===== config.mk =====
export PLATFORM = sky130hd
export DESIGN_NAME = lcd_htim
export DESIGN_NICKNAME = d
export VERILOG_FILES = /design/src/rtl/lcd_htim_pkg.sv /design/src/rtl/lcd_htim_cfg.sv /design/src/rtl/lcd_htim_seq.sv /design/src/rtl/lcd_htim_drv.sv /design/src/rtl/lcd_htim.sv
export SDC_FILE = /design/constraint.sdc
export NUM_CORES = 1
export LEC_CHECK = 0
export CAP_MARGIN = 20
export CORE_MARGIN = 2
export CORE_UTILIZATION = 24
export DETAILED_ROUTE_END_ITERATION = 8
export DONT_BUFFER_PORTS = 1
export PLACE_DENSITY = 0.43
export SYNTH_ARGS = -nofsm -noshare
export SYNTH_HDL_FRONTEND = slang
export SYNTH_SLANG_ARGS = --single-unit

===== constraint.sdc =====
create_clock -name clk -period 2.66 [get_ports clk]
set_input_delay 0.665 -clock clk [delete_from_list [all_inputs] [get_ports clk]]
set_output_delay 0.665 -clock clk [all_outputs]
set_load 0.01 [all_outputs]

===== src/rtl/lcd_htim_pkg.sv =====
package lcd_htim_pkg;

   // Position of each field within the configuration word
   localparam int SW_HI   = 31;
   localparam int SW_LO   = 26;
   localparam int RSV_HI  = 25;
   localparam int RSV_LO  = 16;
   localparam int PRE_HI  = 15;
   localparam int PRE_LO  = 8;
   localparam int POST_HI = 7;
   localparam int POST_LO = 0;

   localparam logic [31:0] CFG_RESET = 32'h0400_0000;

   // Extra periods added to the post-sync field, by panel type
   localparam int POST_ADD_TFT  = 3;
   localparam int POST_ADD_CSTN = 2;

   typedef enum logic [2:0] {
      PH_IDLE = 3'd0,
      PH_ACT  = 3'd1,
      PH_PRE  = 3'd2,
      PH_SYNC = 3'd3,
      PH_POST = 3'd4
   } phase_t;

   typedef struct packed {
      logic [SW_HI-SW_LO:0]     sw;
      logic [PRE_HI-PRE_LO:0]   pre;
      logic [POST_HI-POST_LO:0] post;
   } hfield_t;

   localparam hfield_t FLD_RESET = '{sw: CFG_RESET[SW_HI:SW_LO],
                                     pre: CFG_RESET[PRE_HI:PRE_LO],
                                     post: CFG_RESET[POST_HI:POST_LO]};

endpackage


===== src/rtl/lcd_htim_cfg.sv =====
module lcd_htim_cfg
   import lcd_htim_pkg::*;
(
   input  logic        clk,
   input  logic        rst_n,
   input  logic        wr,
   input  logic [31:0] wdata,
   output logic [31:0] rdata,
   output hfield_t     fld
);

   logic [31:0] word_q;
   logic [31:0] word_d;
   logic        unused_rsv_bits;

   assign unused_rsv_bits = ^wdata[RSV_HI:RSV_LO];

   // Per-bit next value: reserved bits are constant zero
   for (genvar b = 0; b < 32; b++) begin : g_bit
      if (b >= RSV_LO && b <= RSV_HI) begin : g_rsv
         assign word_d[b] = 1'b0;
      end else begin : g_rw
         assign word_d[b] = wr ? wdata[b] : word_q[b];
      end
   end

   always_ff @(posedge clk or negedge rst_n) begin
      if (!rst_n) word_q <= CFG_RESET;
      else        word_q <= word_d;
   end

   assign rdata    = word_q;
   assign fld.sw   = word_q[SW_HI:SW_LO];
   assign fld.pre  = word_q[PRE_HI:PRE_LO];
   assign fld.post = word_q[POST_HI:POST_LO];

endmodule


===== src/rtl/lcd_htim_seq.sv =====
module lcd_htim_seq
   import lcd_htim_pkg::*;
#(
   parameter int LEN_W = 12,
   parameter int CNT_W = 12
)(
   input  logic             clk,
   input  logic             rst_n,
   input  logic             en,
   input  logic             tick,
   input  logic             mode_cstn,
   input  logic [LEN_W-1:0] line_len,
   input  hfield_t          fld,
   output phase_t           ph,
   output logic             sh_cstn,
   output logic             line_start
);

   logic [CNT_W-1:0] cnt, cnt_n;
   logic [CNT_W-1:0] len_ld;
   logic [CNT_W-1:0] post_ld;
   hfield_t          sh, sh_n;
   phase_t           ph_n;
   logic             cstn_n;
   logic             ls_n;
   logic             done;

   // Period count minus one for each phase
   assign len_ld  = (line_len == '0) ? '0 : (CNT_W'(line_len) - CNT_W'(1));
   assign post_ld = CNT_W'(sh.post) +
                    (sh_cstn ? CNT_W'(POST_ADD_CSTN - 1) : CNT_W'(POST_ADD_TFT - 1));
   assign done    = (cnt == '0);

   always_comb begin
      ph_n   = ph;
      cnt_n  = cnt;
      sh_n   = sh;
      cstn_n = sh_cstn;
      ls_n   = 1'b0;
      if (!en) begin
         ph_n  = PH_IDLE;
         cnt_n = '0;
      end else if (tick) begin
         unique case (ph)
            PH_IDLE: begin
               ph_n   = PH_ACT;
               cnt_n  = len_ld;
               sh_n   = fld;
               cstn_n = mode_cstn;
               ls_n   = 1'b1;
            end
            PH_ACT: begin
               if (done) begin
                  ph_n  = PH_PRE;
                  cnt_n = CNT_W'(sh.pre);
               end else begin
                  cnt_n = cnt - CNT_W'(1);
               end
            end
            PH_PRE: begin
               if (done) begin
                  ph_n  = PH_SYNC;
                  cnt_n = CNT_W'(sh.sw);
               end else begin
                  cnt_n = cnt - CNT_W'(1);
               end
            end
            PH_SYNC: begin
               if (done) begin
                  ph_n  = PH_POST;
                  cnt_n = post_ld;
               end else begin
                  cnt_n = cnt - CNT_W'(1);
               end
            end
            PH_POST: begin
               if (done) begin
                  ph_n   = PH_ACT;
                  cnt_n  = len_ld;
                  sh_n   = fld;
                  cstn_n = mode_cstn;
                  ls_n   = 1'b1;
               end else begin
                  cnt_n = cnt - CNT_W'(1);
               end
            end
            default: begin
               ph_n  = PH_IDLE;
               cnt_n = '0;
            end
         endcase
      end
   end

   always_ff @(posedge clk or negedge rst_n) begin
      if (!rst_n) begin
         ph         <= PH_IDLE;
         cnt        <= '0;
         sh         <= FLD_RESET;
         sh_cstn    <= 1'b0;
         line_start <= 1'b0;
      end else begin
         ph         <= ph_n;
         cnt        <= cnt_n;
         sh         <= sh_n;
         sh_cstn    <= cstn_n;
         line_start <= ls_n;
      end
   end

endmodule


===== src/rtl/lcd_htim_drv.sv =====
module lcd_htim_drv
   import lcd_htim_pkg::*;
(
   input  phase_t ph,
   input  logic   sh_cstn,
   input  logic   hs_act_low,
   output logic   hsync,
   output logic   oe,
   output logic   data_valid
);

   logic vis;

   assign vis        = (ph == PH_ACT);
   assign data_valid = vis;
   assign oe         = vis & ~sh_cstn;
   assign hsync      = (ph == PH_SYNC) ^ hs_act_low;

endmodule


===== src/rtl/lcd_htim.sv =====
module lcd_htim
   import lcd_htim_pkg::*;
#(
   parameter int LEN_W = 12
)(
   input  logic             clk,
   input  logic             rst_n,
   input  logic             en,
   input  logic             lsclk_en,
   input  logic             mode_cstn,
   input  logic             hs_act_low,
   input  logic [LEN_W-1:0] line_len,
   input  logic             cfg_wr,
   input  logic [31:0]      cfg_wdata,
   output logic [31:0]      cfg_rdata,
   output logic             hsync,
   output logic             oe,
   output logic             data_valid,
   output logic             line_start
);

   // Counter must hold the largest post-sync load (255 + 2)
   localparam int MIN_CNT = 10;
   localparam int CNT_W   = (LEN_W > MIN_CNT) ? LEN_W : MIN_CNT;

   if (LEN_W < 2 || LEN_W > 16) begin : g_bad_len_w
      $error("lcd_htim: LEN_W must lie in 2..16");
   end

   hfield_t fld;
   phase_t  ph;
   logic    sh_cstn;

   lcd_htim_cfg u_cfg (
      .clk   (clk),
      .rst_n (rst_n),
      .wr    (cfg_wr),
      .wdata (cfg_wdata),
      .rdata (cfg_rdata),
      .fld   (fld)
   );

   lcd_htim_seq #(
      .LEN_W (LEN_W),
      .CNT_W (CNT_W)
   ) u_seq (
      .clk        (clk),
      .rst_n      (rst_n),
      .en         (en),
      .tick       (lsclk_en),
      .mode_cstn  (mode_cstn),
      .line_len   (line_len),
      .fld        (fld),
      .ph         (ph),
      .sh_cstn    (sh_cstn),
      .line_start (line_start)
   );

   lcd_htim_drv u_drv (
      .ph         (ph),
      .sh_cstn    (sh_cstn),
      .hs_act_low (hs_act_low),
      .hsync      (hsync),
      .oe         (oe),
      .data_valid (data_valid)
   );

endmodule


After elaboration in Yosys (flattened, before gate mapping)
Index checks and enable logic that the tools add are counted.
{ "op_classes": {"add_sub_neg": 3, "muxes": 24, "n_reduce_logical": 6, "eq_ne": 10, "bitwise": 3} }
{ "ops": {"columns": ["cell", "n"], "rows": [
  ["$mux 12", 7],
  ["$pmux 12 s5", 1],
  ["$pmux 22 s2", 1],
  ["$logic_not 12->1", 2],
  ["$sub 12x1->12 const B", 2],
  ["$mux 22", 1],
  ["$mux 3", 6],
  ["$pmux 3 s5", 1],
  ["$add 8x12->12", 1],
  ["$eq 3x2->1 const B", 2],
  ["$ne 3x2->1 const B", 2],
  ["$ne 3x3->1 const B", 2],
  ["$reduce_and 5->1", 1],
  ["$mux 1", 4],
  ["$ne 2x1->1 const B", 2],
  ["$pmux 1 s2", 2],
  ["$reduce_and 4->1", 1],
  ["$eq 3x1->1 const B", 1],
  ["$eq 3x3->1 const B", 1],
  ["$logic_not 3->1", 1],
  ["$mux 2", 1],
  ["$reduce_bool 2->1", 1],
  ["$and 1x1->1", 1],
  ["$not 1->1", 1],
  ["$xor 1x1->1", 1]
]} }
{ "totals": {"reg_bits": 61, "word_cells": 54} }

Logic depth before layout (Yosys ltp)
{ "depth": {"depth_word": 6, "mapped_depth": 8, "mapped_depth_nobuf": 8} }

Modules after synthesis
From an unflattened synthesis, not the netlist that was laid out.
{ "unflattened": {"hier_cells": 357, "area_unflattened_um2": 3748.6} }
{ "by_module_without_submodules": {"columns": ["module", "cells_per_inst", "area_per_inst_um2", "instances", "seq_area_each_um2"], "rows": [
  ["lcd_htim_seq", 274, 2645.0, 1, 977.2],
  ["lcd_htim_cfg", 79, 1066.0, 1, 551.8],
  ["lcd_htim_drv", 4, 37.5, 1, 0.0]
]} }

Worst setup path before layout
No wires, ideal clock.
{ "synth_timing": {"path_type": "in2reg", "from": "in line_len[8]", "to": "reg u_seq.cnt[7]", "setup_slack_ps": 94, "t_arrival_ps": 2421, "setup_ps": 145, "cell_stages": 6, "n_path_buf": 1, "required_time_ps": 2515, "path_cell_list": "or4_1 > clkbuf_1 > o41ai_4 > nor3_1 > a2111oi_0 > a221oi_1"} }
{ "synth_via": {"elab_chain_len": 6} }
{ "synth_lines": {"columns": ["element", "line", "source"], "rows": [
  ["start, declared", "lcd_htim.sv:12", "input logic [LEN_W-1:0] line_len,"],
  ["$logic_not 12->1 *", "lcd_htim_seq.sv:29", "assign len_ld = (line_len == '0) ? '0 : (CNT_W'(line_len) - CNT_W'(1));"],
  ["$mux 12 *", "lcd_htim_seq.sv:29", null],
  ["$mux 12", "lcd_htim_seq.sv:77", "if (done) begin"],
  ["$pmux 12 s5 *", "lcd_htim_seq.sv:44", "unique case (ph)"],
  ["$mux 12 *", "lcd_htim_seq.sv:43", "end else if (tick) begin"],
  ["$mux 12 *", "lcd_htim_seq.sv:40", "if (!en) begin"],
  ["end signal, assigned", "lcd_htim_seq.sv:104", "cnt <= cnt_n;"],
  ["end, declared", "lcd_htim_seq.sv:19", "logic [CNT_W-1:0] cnt, cnt_n;"]
]} }
Every way passes the cells marked *; elsewhere a longest branch is shown, timed or not. The select of a mux whose other input is x is not followed.
A chain may end at the register's enable or synchronous reset.

Worst setup path after layout
{ "layout_timing": {"from": "reg u_seq.cnt[1]", "to": "reg u_seq.cnt[4]"} }
{ "layout_via": {"elab_chain_len": 5} }
{ "layout_lines": {"columns": ["element", "line"], "rows": [
  ["$sub 12x1->12 or $logic_not 12->1 (tied branches)", null],
  ["$mux 12, on equally long branches", null],
  ["$pmux 12 s5 *", "lcd_htim_seq.sv:44"],
  ["$mux 12 *", "lcd_htim_seq.sv:43"],
  ["$mux 12 *", "lcd_htim_seq.sv:40"]
]} }
Marked as above.

==> qor.yml <==
status: "finished, final reports clean"
grt_use_total_pct: 11.77
grt_overflow: 0
drive_gt1_share_pct: 23.96
power_density_mw_per_mm2: 860.0
synth_cell_types: 60
ctsHoldBuffers: 0
r2r-end: "u_seq.cnt[4]"
yosysWarningCount: 0
diodes: 0
seq_area_mm2: 0.001529
nFillCells: 1582
period_needed_ns: 2.502
arrival_ns: 2.73
final_cell_mix: "dfrtp_1 (59), mux2_2 (26), nor2_1 (20)"
synthCells: 348
critPathMaxFanout: 6
grt_start_max_net_pins: 62
crit_type: "reg2reg"
yosysSeqAreaShare_pct: 41.47
slew_headroom_pct: 61.34
cts-root-buf: "clkbuf_16"
h-tree-depth: 3
rows: 45
dpl.hpwl_mm: 6.943
synth_ff_type: "dfrtp_1"
reg2regPathDepth: 7
clock_skew_ns: 0.008066
required_ns: 2.89
syn_to_final_growth_pct: 15.51
stdcell_count: 547
finalCritPeriodShare_pct: 94.05
ys_ff_latch: 61
ios: 87
drt-initial-drc-count: 182
leakage_nw: 1.783
placed_cells: 530
r2r_slack_ns: 0.16
grt_pass1_vias: 2865
dpl_cell_area_mm2: 0.003899
wl_per_cell_um: 16.87
fin_ws_ns: 0.1583
dieWidth_um: 128.0
avgSynthCellArea_um2: 10.60
max-vdd-ir-drop_mv: 0.3759
firstDrtPassIters: 4
drv_cap: 0
fp.dieH_um: 128.0
clkSinkCount: 61
clk_pin_slew_ns: 0.05
setup_viol: 0
worstMarginPinSlew_ns: 0.5798
drc: 0
totalWireLength_mm: 9.229
port_buffers: 0
start_kind: "flop"
end_kind: "flop"
drt-vias-per-instance: 4.962
antenna_left: 0
pre_cts_slack_ns: 0.03864
synthArstFlopShare_pct: 100.0
vias: 2714
layout_commonest_cell: "dfrtp_1"
fin_area_mm2: 0.004259
hold_viol: 0
start_util_pct: 24.44
max_freq_mhz: 399.7
dieArea_mm2: 0.01637
hp-class: "in2async"
core_area_mm2: 0.01509
synth_area_mm2: 0.003687
r2r-start: "u_seq.cnt[1]"
synth-edff-count: 0
p_total_w: 0.003663
clkLatencyLatePin_ns: 0.32
routabilityCongestion: 0.8551
grt_pass1_wl_mm: 15.18
clk_path_buf_depth: 2
multi_input_area_mm2: 0.001976
cts_tree: "built"
finalMaxSlewViolations: 0
fin_setup_tns_ns: 0
cts_buffers: 9
antenna_found_initial: 0
num-nets-final: 412
rsz0062_at_grt: "no"
-- worst max-delay path by stage --
stage	cells past startpoint	slack (ns)	start	end
after floorplan	6	0.09	line_len[8]	u_seq.cnt[7]
after global placement	7	0.09	u_seq.cnt[1]	u_seq.cnt[6]
after detailed placement	7	0.04	u_seq.cnt[1]	u_seq.cnt[4]
after CTS	7	0.007	u_seq.cnt[1]	u_seq.cnt[4]
after global routing	2	0.07	u_seq.ph[0]	hsync
final	7	0.16	u_seq.cnt[1]	u_seq.cnt[4]
-- cell usage after synthesis, types with 4 or more instances --
| cell type | instances | share of area [%] |
|---|---|---|
| a21oi_1 | 14 | 1.9 |
| a221oi_1 | 6 | 1.4 |
| a31oi_1 | 4 | 0.68 |
| buf_4 | 10 | 2.0 |
| clkbuf_1 | 10 | 1.0 |
| dfrtp_1 | 59 | 40 |
| ha_1 | 6 | 2.0 |
| inv_1 | 16 | 1.6 |
| mux2_2 | 26 | 7.9 |
| mux2_4 | 19 | 7.7 |
| nand2_1 | 13 | 1.3 |
| nand3_1 | 8 | 1.1 |
| nand4_1 | 4 | 0.68 |
| nor2_1 | 20 | 2.0 |
| nor2b_1 | 4 | 0.68 |
| nor3_1 | 12 | 1.6 |
| nor4_1 | 9 | 1.5 |
| o21ai_0 | 17 | 2.3 |
| o31ai_1 | 7 | 1.4 |
| or3_1 | 6 | 1.0 |
| xnor2_1 | 7 | 1.7 |
| xor2_1 | 8 | 1.9 |
-- power breakdown --
group	total, W	switching [W]	leakage (nW)	internal [W]
clock network	0.00134	0.000404	0.167	0.000939
registers	0.00132	0.000196	0.741	0.00112
logic	0.00100	0.000488	0.875	0.000515
-- worst max-delay path, cell delays in order (launching register included) --
cell	delay, ns
dfrtp_1	0.41
inv_1	0.09
ha_1	0.19
or4b_4	0.51
or4_4	0.55
a211o_1	0.38
a21o_1	0.19
o211ai_1	0.08
-- stage by stage --
stage / hold slack, ns / util, %
floorplan: 0.3694 / -
global placement: 0.3712 / 25.84
detailed placement: 0.3712 / 25.84
CTS: 0.02262 / 28.10
global route: 0.01476 / 28.23
finish: 0.03425 / 28.23
-- logic make-up after synthesis --
group,after synthesis,synth area share [%]
DFF,61,41.47
adders and majority gates,7,2.579
other,1,0.1017
xor gates and xnor gates,15,3.563
muxes,48,16.49
AOI/OAI and AO/OA,74,14.63
and+or+nand+nor,98,15.00
buffers and inverters,44,6.176
-- flip-flops by register name, indices dropped and copies added, names as in the netlist --
| name | count |
|---|---|
| u_seq.sh | 22 |
| u_seq.line_start | 1 |
| u_seq.ph | 3 |
| u_seq.sh_cstn | 1 |
| u_cfg.rdata | 22 |
| u_seq.cnt | 12 |
-- timing repair --
item / CTS / global route
setup endpoints to repair: 0 / 5
buffers inserted: 0 / 1
gates resized for setup: 0 / 3
-- routing by layer --
| layer | part of all wire (%) | wire, um | vias to the layer above | GRT usage (%) |
|---|---|---|---|---|
| met3 | 5.5 | 504 | 15 | 3.297 |
| li1 | - | - | 1281 | - |
| met5 | 0 | 0 | - | 0 |
| met4 | 2.4 | 223 | 0 | 4.654 |
| met2 | 46 | 4285 | 81 | 18.56 |
| met1 | 46 | 4216 | 1337 | 15.30 |
-- layout make-up --
cell class | count | area share (%)
clock buffer | 12 | 5.787
sequential | 61 | 35.90
multi-input combinational | 252 | 46.39
inverter | 16 | 1.410
tap | 188 | 5.523
clock inverter | 4 | 2.233
timing repair buffer | 14 | 2.761
(Power assumes the default switching activity.)
